$ cat src/rtl/tpulse_gen.sv
module tpulse_gen #(
  parameter int BASE_DLY = 2,
  parameter int CNT_W    = 8
) (
  input  logic       clk_fast,
  input  logic       rst_n,
  input  logic       sys_edge,
  input  logic       arm,
  input  logic [5:0] seed,
  output logic       pulse,
  output logic [2:0] off_code,
  output logic [2:0] wid_code,
  output logic       trunc
);
  localparam int LW   = 3;
  localparam int NTAP = 1 << LW;
  localparam int MAXD = BASE_DLY + NTAP - 1;

  function automatic logic [LW-1:0] lfsr_step(input logic [LW-1:0] s);
    return {s[1:0], s[2] ^ s[1]};
  endfunction

  function automatic logic [LW-1:0] no_zero(input logic [LW-1:0] s);
    return (s == '0) ? LW'(1) : s;
  endfunction

  logic [LW-1:0]    lfsr_off, lfsr_wid;
  logic [CNT_W-1:0] cnt;
  logic             cyc_armed;
  logic             onset_q;
  logic [MAXD-1:0]  dly;
  logic [NTAP-1:0]  on_sel, wid_sel, on_hit, wid_tap;
  logic             set_now, dly_q;
  logic [CNT_W:0]   fit_limit;

  assign on_sel  = NTAP'(1) << off_code;
  assign wid_sel = NTAP'(1) << wid_code;

  for (genvar k = 0; k < NTAP; k++) begin : g_tap
    assign on_hit[k]  = (cnt == CNT_W'(BASE_DLY + k - 1));
    assign wid_tap[k] = dly[BASE_DLY + k - 1];
  end

  assign set_now   = |(on_sel & on_hit);
  assign dly_q     = |(wid_sel & wid_tap);
  assign pulse     = onset_q ^ dly_q;
  assign fit_limit = (CNT_W+1)'(2*BASE_DLY - 1) + (CNT_W+1)'(off_code) + (CNT_W+1)'(wid_code);

  always_ff @(posedge clk_fast) begin
    if (!rst_n) begin
      lfsr_off  <= no_zero(seed[2:0]);
      lfsr_wid  <= no_zero(seed[5:3]);
      off_code  <= '0;
      wid_code  <= '0;
      cnt       <= '0;
      cyc_armed <= 1'b0;
      onset_q   <= 1'b0;
      dly       <= '0;
      trunc     <= 1'b0;
    end else if (sys_edge) begin
      trunc     <= cyc_armed && ({1'b0, cnt} < fit_limit);
      off_code  <= lfsr_off;
      wid_code  <= lfsr_wid;
      lfsr_off  <= lfsr_step(lfsr_off);
      lfsr_wid  <= lfsr_step(lfsr_wid);
      cnt       <= '0;
      cyc_armed <= arm;
      onset_q   <= 1'b0;
      dly       <= '0;
    end else begin
      if (cnt != '1) cnt <= cnt + 1'b1;
      if (!arm) begin
        cyc_armed <= 1'b0;
        onset_q   <= 1'b0;
        dly       <= '0;
      end else begin
        if (cyc_armed && set_now) onset_q <= 1'b1;
        dly <= {dly[MAXD-2:0], onset_q};
      end
    end
  end
endmodule


$ cat config.mk
export PLATFORM = sky130hd
export DESIGN_NAME = tpulse_gen
export DESIGN_NICKNAME = d
export VERILOG_FILES = /design/src/rtl/tpulse_gen.sv
export SDC_FILE = /design/constraint.sdc
export NUM_CORES = 1
export LEC_CHECK = 0
export BUFFER_PORTS_ARGS = -buffer_cell sky130_fd_sc_hd__buf_4
export CAP_MARGIN = 10
export CORE_MARGIN = 4
export CORE_UTILIZATION = 39
export CTS_BUF_LIST = sky130_fd_sc_hd__clkbuf_16
export DETAILED_ROUTE_END_ITERATION = 8
export MAX_ROUTING_LAYER = met4
export PLACE_DENSITY = 0.54
export SYNTH_ARGS = -nofsm -noshare
export SYNTH_HDL_FRONTEND = slang
export SYNTH_SLANG_ARGS = --single-unit
$ cat constraint.sdc
create_clock -name clk_fast -period 4.7 [get_ports clk_fast]
set_clock_uncertainty 0.15 [all_clocks]
set_input_delay 0.235 -clock clk_fast [delete_from_list [all_inputs] [get_ports clk_fast]]
set_output_delay 0.235 -clock clk_fast [all_outputs]
set_load 0.01 [all_outputs]
# Word-level counts from Yosys, hierarchy flattened

Cells that the tools add are included.

Bits in registers: 32
Latch bits: 0
Memory bits (writable): 0
Bits in read-only memories: 0
Input bits: 10
Output and inout port bits: 8
Word-level logic and storage cells: 49
Memories kept: 0

Add/sub/neg operators: 3
Multiply operators: 0
Divide/modulo/power cells: 0
Order comparisons: 1
Equality and inequality tests: 11
Shifts and indexed selects: 2
Mux-type cells: 8
Bitwise gates (word level): 7
Reductions and logical operators: 8

Operators with widths:

| cell                                                                  | count |
|---|---|
| 8-bit by 3-bit equality test with 1-bit output, second input constant | 4 |
| 3-bit two-way mux                                                     | 6 |
| 8-bit AND                                                             | 2 |
| 8-bit by 2-bit equality test with 1-bit output, second input constant | 2 |
| 8-bit OR reduction                                                    | 2 |
| 1-bit by 3-bit << shifter with 8-bit output, first input constant     | 2 |
| 8-bit by 1-bit adder with 8-bit output, second input constant         | 1 |
| 8-bit by 1-bit equality test with 1-bit output, second input constant | 1 |
| 8-bit by 4-bit equality test with 1-bit output, second input constant | 1 |
| 8-bit by 5-bit less-than comparator with 1-bit output                 | 1 |
| 8-bit != test, second input constant                                  | 1 |
| 3-bit zero test                                                       | 2 |
| 4-bit by 3-bit adder with 5-bit output                                | 1 |
| 2-bit by 3-bit adder with 4-bit output, first input constant          | 1 |
| 3-bit OR reduction                                                    | 1 |
| 1-bit bitwise XOR                                                     | 3 |
| 1-bit logical AND                                                     | 2 |
| 1-bit two-way mux                                                     | 2 |
| 2-bit by 1-bit != test with 1-bit output, second input constant       | 1 |
| 2-bit != test, second input constant                                  | 1 |
| 1-bit inverter                                                        | 2 |
| 2-bit OR reduction                                                    | 1 |

# Longest topological paths before layout

Gate-level depths: netlist (run 1).

Depth after elaboration: 4
Depth in mapped cells: 11
Gate-level depth less buffers: 11

# Worst setup path before layout (run 1)

Ideal clock, no wire load.

Path type: reg-to-reg
Start: register off_code[1]
End: register trunc
Setup time: 0.121 ns
Arrival time: 2.096 ns
Data required time: 4.429 ns
Path slack: 2.333 ns
Stages on the path, launching flop included: 12
Buffers on the path: 0
Clock period less this slack: 2.367 ns
Cells stage by stage: dfxtp_1 -> inv_1 -> ha_1 -> inv_1 -> ha_1 -> inv_1 -> fa_1 -> xor2_1 -> ha_1 -> o211ai_1 -> a21boi_0 -> o21ai_0

Word-level cells in the longest chain between the ends: 4

RTL lines:

| what                                                  | line | text |
|---|---|---|
| from (decl)                                           | 11   | `output logic [2:0] off_code,` |
| from (signal assigned)                                | 62   | `off_code <= lfsr_off;` |
| 2-bit by 3-bit adder with 4-bit output                | 47   | `assign fit_limit = (CNT_W+1)'(2*BASE_DLY - 1) + (CNT_W+1)'(off_code) + (CNT_W+1)'(wid_code);` |
| 4-bit by 3-bit adder with 5-bit output                | 47   |  |
| 8-bit by 5-bit less-than comparator with 1-bit output | 61   | `trunc <= cyc_armed && ({1'b0, cnt} < fit_limit);` |
| 1-bit logical AND                                     | 61   |  |
| to (signal assigned)                                  | 61   |  |
| to (decl)                                             | 13   | `output logic trunc` |

No other way between the ends.
A chain may end at the register's enable or synchronous reset.

# Worst setup path after layout (run 1)

Ends and elaborated chain as after synthesis.

==> metrics.txt, run 1 <==
postcts setup bufs=0; post-synth top area share=31.7%; part of the power in registers=44.7%; CTS tree=yes; commonest non-fill, non-tap cell in the layout=dfxtp_1; largest net degree at the start of global routing=18; Worst slew margin=76.3%; CP bufs+invs=3; Sw Pwr=0.159 mW; post-synthesis xor/xnor area fraction=3.74%; core area=0.00403 mm2; vias=1200; r2r endpoint=trunc; R2R setup slack=2.22 ns; PostCTS Resize Cnt=0; Leak=0.849 nW; unrepaired setup endpoints after global routing=false; post-route cell area=0.00193 mm2; width of the chip=72.9 um; grt total ovfl=0; most frequent cells in the layout=26 x dfxtp_1, 17 x buf_4, 14 x inv_1; Starting Density=40.7%; # rows=23; met2 GRT Util=21.7%; Final nets=204; Final Wtd Congestion=0.851; CP required=4.71 ns; GR peak layer=met2; PnR worst setup slack=2.22 ns; syn nets=186; Worst EP arrival=2.48 ns; yosys warns=0; slowest cell delay on critical path=0.41 ns; vias per cell=5.19; Final Hold Fails=0; Yosys reg bits=32; Final period util=52.7%; FF-to-FF path depth=11; Internal=0.530 mW; Most used DFF post-synth=dfxtp_1; port bufs=17; DRT antenna net count=0; per-cell routed wire length=14.2 um; f_max=0.404 GHz; met3 usage=4.13%; Clock Path Buffers=2; final max-slew violation count=0; Filler cells=380; Simple-Gate Fraction of Synth Area=17.2%; max_cap viols=0; largest family of logic cells by synthesized area=simple AND/OR/NAND/NOR gates; Critical Path Start Type=register; post-synthesis mux area share=10.4%; cell taking the most area after synthesis=dfxtp_1; Pre-Repair DR Iteration Count=4; number of synthesized flops with an enable pin=6; Ant. Diodes=0; met1 Track Usage GR=17.0%; root buffer cell=clkbuf_16; drt initial violations=42; fraction of the mapped netlist area in adder cells=11.1%; clock transition at the registers of the reported paths=0.05 ns; Clock Power Share=43.0%; worst-skew pair later-pin latency=0.27 ns; CP Capture Type=register; fin crit period=2.48 ns; worst r2r src=off_code[1]; CP startpoint=off_code[1]; area delta synth->final=17.9%; Net Sw Frac=23.1%; final wirelength=3290 um; post-synthesis compound-gate area fraction=9.31%; CP top delay family=adder cells; Power per Cell Area=356 mW/mm2; CTS H-tree depth=2; Overall Global Routing Usage=13.9%; crit path max fanout=6; die area=0.00531 mm2; Post-Route Hold Slack=0.122 ns; DP Worst Slack=2.21 ns; Syn Inst Count=162; critical path type=register to register; Gate power share=12.3%; Async S/R FF share, synth=0%; share of layout cells above drive strength 1=18.8%; Sink Count=32; global-route wire length before repair=5510 um; Crit-path slowest cell=dfxtp_1; hold crit path type=input port to register; maximum VDD drop=0.000198 V; Syn Area/Cell=10.1 um2; TritonCTS Buffers=5; Worst-Margin Slew=0.355 ns; end of the critical path=trunc; dpl hpwl=2480 um; CP Cell Sequence=inv_1 > ha_1 > inv_1 > ha_1 > inv_1 > fa_1 > xor2_1 > ha_1 > o211ai_1 > a21boi_0 > o21ai_0; initial antenna violation count=0; vias in the first global route=1179; io pins=18; outcome=finished, final reports clean; Setup TNS Final=0 ns; Setup-failing EPs final=0; post-synthesis cell area=0.00164 mm2; number of distinct library cells after synthesis=37; largest cells by area after synthesis=dfxtp_1 32%, edfxtp_1 11%, ha_1 9.9%; Levels on crit path=11; sequential share of the synthesized area=42.7%; chip height=72.9 um; DRC=0; Hold Buf Count CTS=0; Cell Area, Placed=0.00180 mm2
-- synthesized netlist by cell type, types with 2 or more instances --
cell and instances:
dfxtp_1 26, inv_1 14, ha_1 13, nor2_1 11, and3_1 9, nor2b_1 9, mux2i_1 8, nand2_1 7
a21oi_1 6, edfxtp_1 6, nand3_1 6, o21ai_0 5, mux2_2 4, nor3_1 4, xnor2_1 4, clkbuf_1 3
xor2_1 3, mux4_2 2, o211ai_1 2, o21a_1 2, o21bai_1 2
-- worst register-to-register path: cells and delay by family (launching register included) --
kind,cells,cell delay [ns]
compound gates,3,0.32
xor+xnor,1,0.16
fa+ha+maj,4,1.13
buf+inv,3,0.20
flops,1,0.41
-- through the flow --
step | power (mW) | util (%) | cells
final | 0.689 | 48.0 | 231
after global routing | 0.727 | 48.0 | 231
after CTS | 0.701 | 48.0 | 231
after detailed placement | 0.400 | 44.6 | 223
after global placement | 0.394 | 44.6 | 223
after floorplan | 0.369 | - | 162
-- sequential cells by signal, indices dropped and copies added (netlist names) --
register	flops
lfsr_off	3
onset_q	1
dly	9
off_code	3
lfsr_wid	3
cyc_armed	1
cnt	8
wid_code	3
trunc	1
-- worst min-delay path by stage --
| stage | cells past startpoint | end | start |
|---|---|---|---|
| 2_1_floorplan | 1 | dly[0] | arm |
| 3_3_place_gp | 1 | dly[1] | dly[0] |
| 3_5_place_dp | 2 | trunc | trunc |
| 4_1_cts | 2 | cyc_armed | arm |
| 5_1_grt | 2 | lfsr_wid[2] | seed[5] |
| 6_report | 2 | cyc_armed | arm |
-- final cells by class --
cell class / count / area [um2] / share of cell area [%]
timing repair buffer: 17 / 128 / 6.60
tap: 50 / 62.6 / 3.23
sequential: 32 / 701 / 36.2
inverter: 15 / 56.3 / 2.91
clock inverter: 3 / 13.8 / 0.712
clock buffer: 5 / 125 / 6.47
multi-input combinational: 109 / 848 / 43.9
-- power groups by stage --
| stage | clock, mW | combinational, mW | sequential, mW |
|---|---|---|---|
| floorplan | 0 | 0.0584 | 0.311 |
| global placement | 0 | 0.0817 | 0.313 |
| detailed placement | 0 | 0.0863 | 0.313 |
| global route | 0.321 | 0.0958 | 0.310 |
| finish | 0.296 | 0.0848 | 0.308 |
| CTS | 0.307 | 0.0863 | 0.308 |
-- kinds of logic (layout without fill, tap and decap cells) --
kind of cell	Yosys count	in the layout
mux	14	14
xor+xnor	7	7
flops	32	32
compound gates	23	23
fa+ha+maj	14	14
simple gates	51	51
buf+inv	21	40
-- layer usage --
metal / vias up / part of all wire (%)
met4: 0 / 0.82
met1: 570 / 47
met3: 5 / 4.0
met5: - / 0
li1: 600 / -
met2: 25 / 48
(Power assumes the default switching activity.)
==> inputs of run 2 (changes only) <==
--- a/config.mk
+++ b/config.mk
@@ -12,7 +12,7 @@
 export CTS_BUF_LIST = sky130_fd_sc_hd__clkbuf_16
 export DETAILED_ROUTE_END_ITERATION = 8
 export MAX_ROUTING_LAYER = met4
-export PLACE_DENSITY = 0.54
+export PLACE_DENSITY = 0.56
 export SYNTH_ARGS = -nofsm -noshare
 export SYNTH_HDL_FRONTEND = slang
 export SYNTH_SLANG_ARGS = --single-unit
==> constraint.sdc (replaced) <==
create_clock -name clk_fast -period 2 [get_ports clk_fast]
set_clock_uncertainty 0.15 [all_clocks]
set_input_delay 0.1 -clock clk_fast [delete_from_list [all_inputs] [get_ports clk_fast]]
set_output_delay 0.1 -clock clk_fast [all_outputs]
set_load 0.01 [all_outputs]
==> run 2 against run 1 <==
  * Flip-flop and latch count unchanged
  * Clock power up 140%
  * Core utilization up 4.0 points
  * Routed wire length up 5.4%
  * Power up 140%
  * Register-to-register slack worse by 2.5 ns
  * First-iteration DRC count up 60%
  * Critical path depth unchanged
  * Non-clock buffer count up 14
  * The run now ends with setup timing left
==> metrics.txt, run 2 (synthesis results as in run 1) <==
hold-critical path depth=2; Power per Cell Area=802 mW/mm2; root buffer cell=clkbuf_16; dpl hpwl=2550 um; final wirelength=3460 um; core area=0.00403 mm2; commonest non-fill, non-tap cell in the layout=buf_4; fin crit period=2.24 ns; DP Worst Slack=-0.273 ns; f_max=0.446 GHz; Sw Pwr=0.401 mW; vias=1232; Clock Power Share=41.7%; DRT antenna net count=0; Clock Path Buffers=2; Final Wtd Congestion=0.821; CTS H-tree depth=2; r2r endpoint=trunc; clock transition at the registers of the reported paths=0.05 ns; share of layout cells above drive strength 1=28.7%; hold crit path type=input port to register; vias per cell=5.03; port bufs=17; maximum VDD drop=0.000441 V; post-route total power=1.68 mW; Cell Area, Placed=0.00188 mm2; postcts setup bufs=0; Worst EP arrival=2.26 ns; Leak=0.917 nW; DRC=0; Final Hold Fails=0; unrepaired setup endpoints after global routing=true; Gate power share=15.9%; width of the chip=72.9 um; Hold Path End=lfsr_wid[1]; biggest regs=dly: 9 flops, cnt: 8 flops; Sink Count=32; FF-to-FF path depth=11; Final nets=218; TritonCTS Buffers=5; global-route wire length before repair=5710 um; R2R setup slack=-0.24 ns; drt initial violations=67; CP startpoint=off_code[1]; Pre-Repair DR Iteration Count=4; part of the power in registers=42.4%; Worst slew margin=76.0%; Final period util=112%; critical path type=register to register; final max-slew violation count=0; Ant. Diodes=0; die area=0.00531 mm2; grt total ovfl=0; per-cell routed wire length=14.1 um; Setup TNS Final=-0.242 ns; PnR worst setup slack=-0.242 ns; Setup-failing EPs final=1; Starting Density=40.7%; Worst-Margin Slew=0.355 ns; worst-skew pair later-pin latency=0.27 ns; largest net degree at the start of global routing=18; # rows=23; chip height=72.9 um; CP Capture Type=register; Net Sw Frac=23.8%; failing checks=setup timing; CP required=2.01 ns; Internal=1.28 mW; Critical Path Start Type=register; initial antenna violation count=0; Largest register FFs=9; most frequent cells in the layout=26 x buf_4, 23 x dfxtp_1, 11 x nor2_1; outcome=finished with violations; area delta synth->final=27.8%; Overall Global Routing Usage=14.9%; CTS tree=yes; worst r2r src=off_code[1]; post-route cell area=0.00210 mm2; Biggest register=dly; Worst Min Path Start=seed[4]; vias in the first global route=1202; crit path max fanout=2; max_cap viols=0; io pins=18
run 2: final cells by class:
| class | instances | area (um2) |
|---|---|---|
| multi-input cells | 109 | 882 |
| fillers | 370 | 1930 |
| well taps | 50 | 62.6 |
| inverters | 15 | 58.8 |
| flip-flops and latches | 32 | 709 |
| clock buffers | 5 | 125 |
| repair buffers | 31 | 246 |
| clock inverters | 3 | 11.3 |
run 2: per-stage QoR:
| stage | hold WS [ns] | cells | utilization (%) |
|---|---|---|---|
| 3_3_place_gp | 0.255 | 233 | 46.7 |
| 5_1_grt | 0.00507 | 245 | 52.0 |
| 6_report | 0.00939 | 245 | 52.0 |
| 3_5_place_dp | 0.262 | 233 | 46.7 |
| 4_1_cts | 0.00638 | 245 | 51.9 |
| 2_1_floorplan | 0.121 | 162 | - |
run 2: layer usage:
| metal | GRT usage (%) | vias to the layer above | share of wire [%] |
|---|---|---|---|
| li1 | - | 627 | - |
| met1 | 17.5 | 574 | 46 |
| met2 | 24.0 | 24 | 48 |
| met3 | 4.55 | 7 | 4.0 |
| met4 | 5.53 | 0 | 1.5 |
| met5 | - | - | 0 |
run 2: worst max-delay path, stage by stage (launching register included):
cell,delay (ns)
dfxtp_4,0.35
inv_4,0.04
ha_4,0.22
inv_2,0.06
ha_4,0.13
inv_2,0.04
fa_2,0.35
xor2_1,0.16
ha_1,0.31
o211ai_1,0.10
a21boi_1,0.16
o21ai_1,0.08
run 2: worst max-delay path by stage:
stage	end	slack, ns	depth (start not counted)
2_1_floorplan	trunc	-0.23	11
3_3_place_gp	trunc	-0.23	11
3_5_place_dp	trunc	-0.27	11
4_1_cts	trunc	-0.21	11
5_1_grt	trunc	-0.35	11
6_report	trunc	-0.24	11
run 2: what timing repair did:
item | 4_1_cts | 5_1_grt
gates resized for setup | 10 | 2
hold buffers | 4 | 0
endpoints found under the hold margin | 8 | 0
pin swaps | 6 | 6
setup endpoints to repair | 1 | 2
run 2: power groups by stage:
| stage | sequential (mW) | combinational [mW] | clock (mW) |
|---|---|---|---|
| after floorplan | 0.731 | 0.141 | 0 |
| after global placement | 0.723 | 0.234 | 0 |
| after detailed placement | 0.724 | 0.245 | 0 |
| after CTS | 0.713 | 0.268 | 0.718 |
| after global routing | 0.717 | 0.301 | 0.754 |
| final | 0.713 | 0.267 | 0.701 |
==> inputs of run 3 (changes only) <==
--- a/config.mk
+++ b/config.mk
@@ -13,6 +13,7 @@
 export DETAILED_ROUTE_END_ITERATION = 8
 export MAX_ROUTING_LAYER = met4
 export PLACE_DENSITY = 0.56
+export SETUP_SLACK_MARGIN = 0.1
 export SYNTH_ARGS = -nofsm -noshare
 export SYNTH_HDL_FRONTEND = slang
 export SYNTH_SLANG_ARGS = --single-unit
==> run 3 against run 2 <==
  * The run still ends with setup timing left
  * First-iteration DRC count unchanged
  * Fmax about the same
  * Critical path type unchanged
  * Routed wire length increased by 0.17%
  * Largest power group unchanged
  * Sequential power about the same
==> metrics.txt, run 3 (synthesis results as in run 1) <==
TritonCTS Buffers=5; vias=1248; CP Cell Sequence=inv_4 > ha_4 > inv_2 > ha_4 > inv_2 > fa_2 > xor2_1 > ha_1 > o211ai_1 > a21boi_1 > o21ai_1; max_cap viols=0; core area=0.00403 mm2; drt initial violations=67; final max-slew violation count=0; Largest register FFs=9; Leak=0.923 nW; outcome=finished with violations; Sink Count=32; Critical Path Start Type=register; critical path type=register to register; Final nets=219; CP bufs+invs=3; Final period util=112%; post-route total power=1.68 mW; Power per Cell Area=800 mW/mm2; DRT antenna net count=0; chip height=72.9 um; biggest regs=dly: 9 flops, cnt: 8 flops; area delta synth->final=28.2%; Clock Path Buffers=2; Worst slew margin=76.0%; die area=0.00531 mm2; CP required=2.02 ns; crit path max fanout=2; PnR worst setup slack=-0.242 ns; Worst-Margin Slew=0.355 ns; Post-Route Hold Slack=0.00965 ns; # rows=23; commonest non-fill, non-tap cell in the layout=buf_4; Cell Area, Placed=0.00188 mm2; post-route insts no fill=246; share of layout cells above drive strength 1=29.1%; width of the chip=72.9 um; hold crit path type=input port to register; CTS H-tree depth=2; CP Capture Type=register; dpl hpwl=2550 um; Pre-Repair DR Iteration Count=4; Setup TNS Final=-0.242 ns; fin util=52.2%; vias in the first global route=1205; CTS tree=yes; largest net degree at the start of global routing=18; clock transition at the registers of the reported paths=0.05 ns; R2R setup slack=-0.24 ns; Overall Global Routing Usage=14.9%; post-route cell area=0.00210 mm2; most frequent cells in the layout=27 x buf_4, 23 x dfxtp_1, 11 x nor2_1; root buffer cell=clkbuf_16; fin crit period=2.24 ns; per-cell routed wire length=14.1 um; Final Hold Fails=0; unrepaired setup endpoints after global routing=true; worst-skew pair later-pin latency=0.27 ns; initial antenna violation count=0; Biggest register=dly; port bufs=17; CP top delay family=adder cells; Setup-failing EPs final=1; maximum VDD drop=0.000441 V; failing checks=setup timing; Ant. Diodes=0; grt total ovfl=0; Final Wtd Congestion=0.821; vias per cell=5.07; final wirelength=3470 um; placed cell count=233; DRC=0; f_max=0.446 GHz; Starting Density=40.7%; io pins=18; Filler cells=370; Crit-path slowest cell=dfxtp_4; slowest cell delay on critical path=0.35 ns; Worst EP arrival=2.26 ns; global-route wire length before repair=5710 um; DP Worst Slack=-0.273 ns
-- run 3: cell count changes in the layout (fill, tap and decap cells not counted), sizes merged --
cell and change:
buf +1
-- run 3: where the power goes --
group	switching, mW	internal, mW
Clock	0.255	0.447
Sequential	0.0217	0.691
Combinational	0.125	0.144
Total	0.401	1.28
-- run 3: cell type report --
cell class / instances / area (um2) / share of cell area (%)
Multi-Input combinational cell: 109 / 882 / 41.9
Sequential cell: 32 / 709 / 33.7
Timing Repair Buffer: 32 / 254 / 12.1
Clock buffer: 5 / 125 / 5.95
Tap cell: 50 / 62.6 / 2.97
Inverter: 15 / 58.8 / 2.80
Clock inverter: 3 / 11.3 / 0.535
-- run 3: worst reg2reg max path, stage by stage (launching register included) --
cell and delay [ns]:
dfxtp_4 0.35, inv_4 0.04, ha_4 0.22, inv_2 0.06
ha_4 0.13, inv_2 0.04, fa_2 0.35, xor2_1 0.16
ha_1 0.31, o211ai_1 0.10, a21boi_1 0.16, o21ai_1 0.08
-- run 3: worst paths after layout --
| kind | start | endpoint | cells past startpoint |
|---|---|---|---|
| min | seed[4] | lfsr_wid[1] | 2 |
| max reg2reg | off_code[1] | trunc | 11 |
| max | off_code[1] | trunc | 11 |
| min reg2reg | trunc | trunc | 2 |
-- run 3: timing repair --
item	CTS	global route
hold endpoints to repair	8	0
setup endpoints to repair	2	2
setup buffers	1	0
pin swaps	7	5
hold buffers	4	0
resized for setup	11	1
-- run 3: layer usage --
layer	GRT usage (%)	share of wire (%)
met1	17.3	46
met2	24.1	49
met3	4.55	4.0
met4	5.53	1.5
met5	-	0
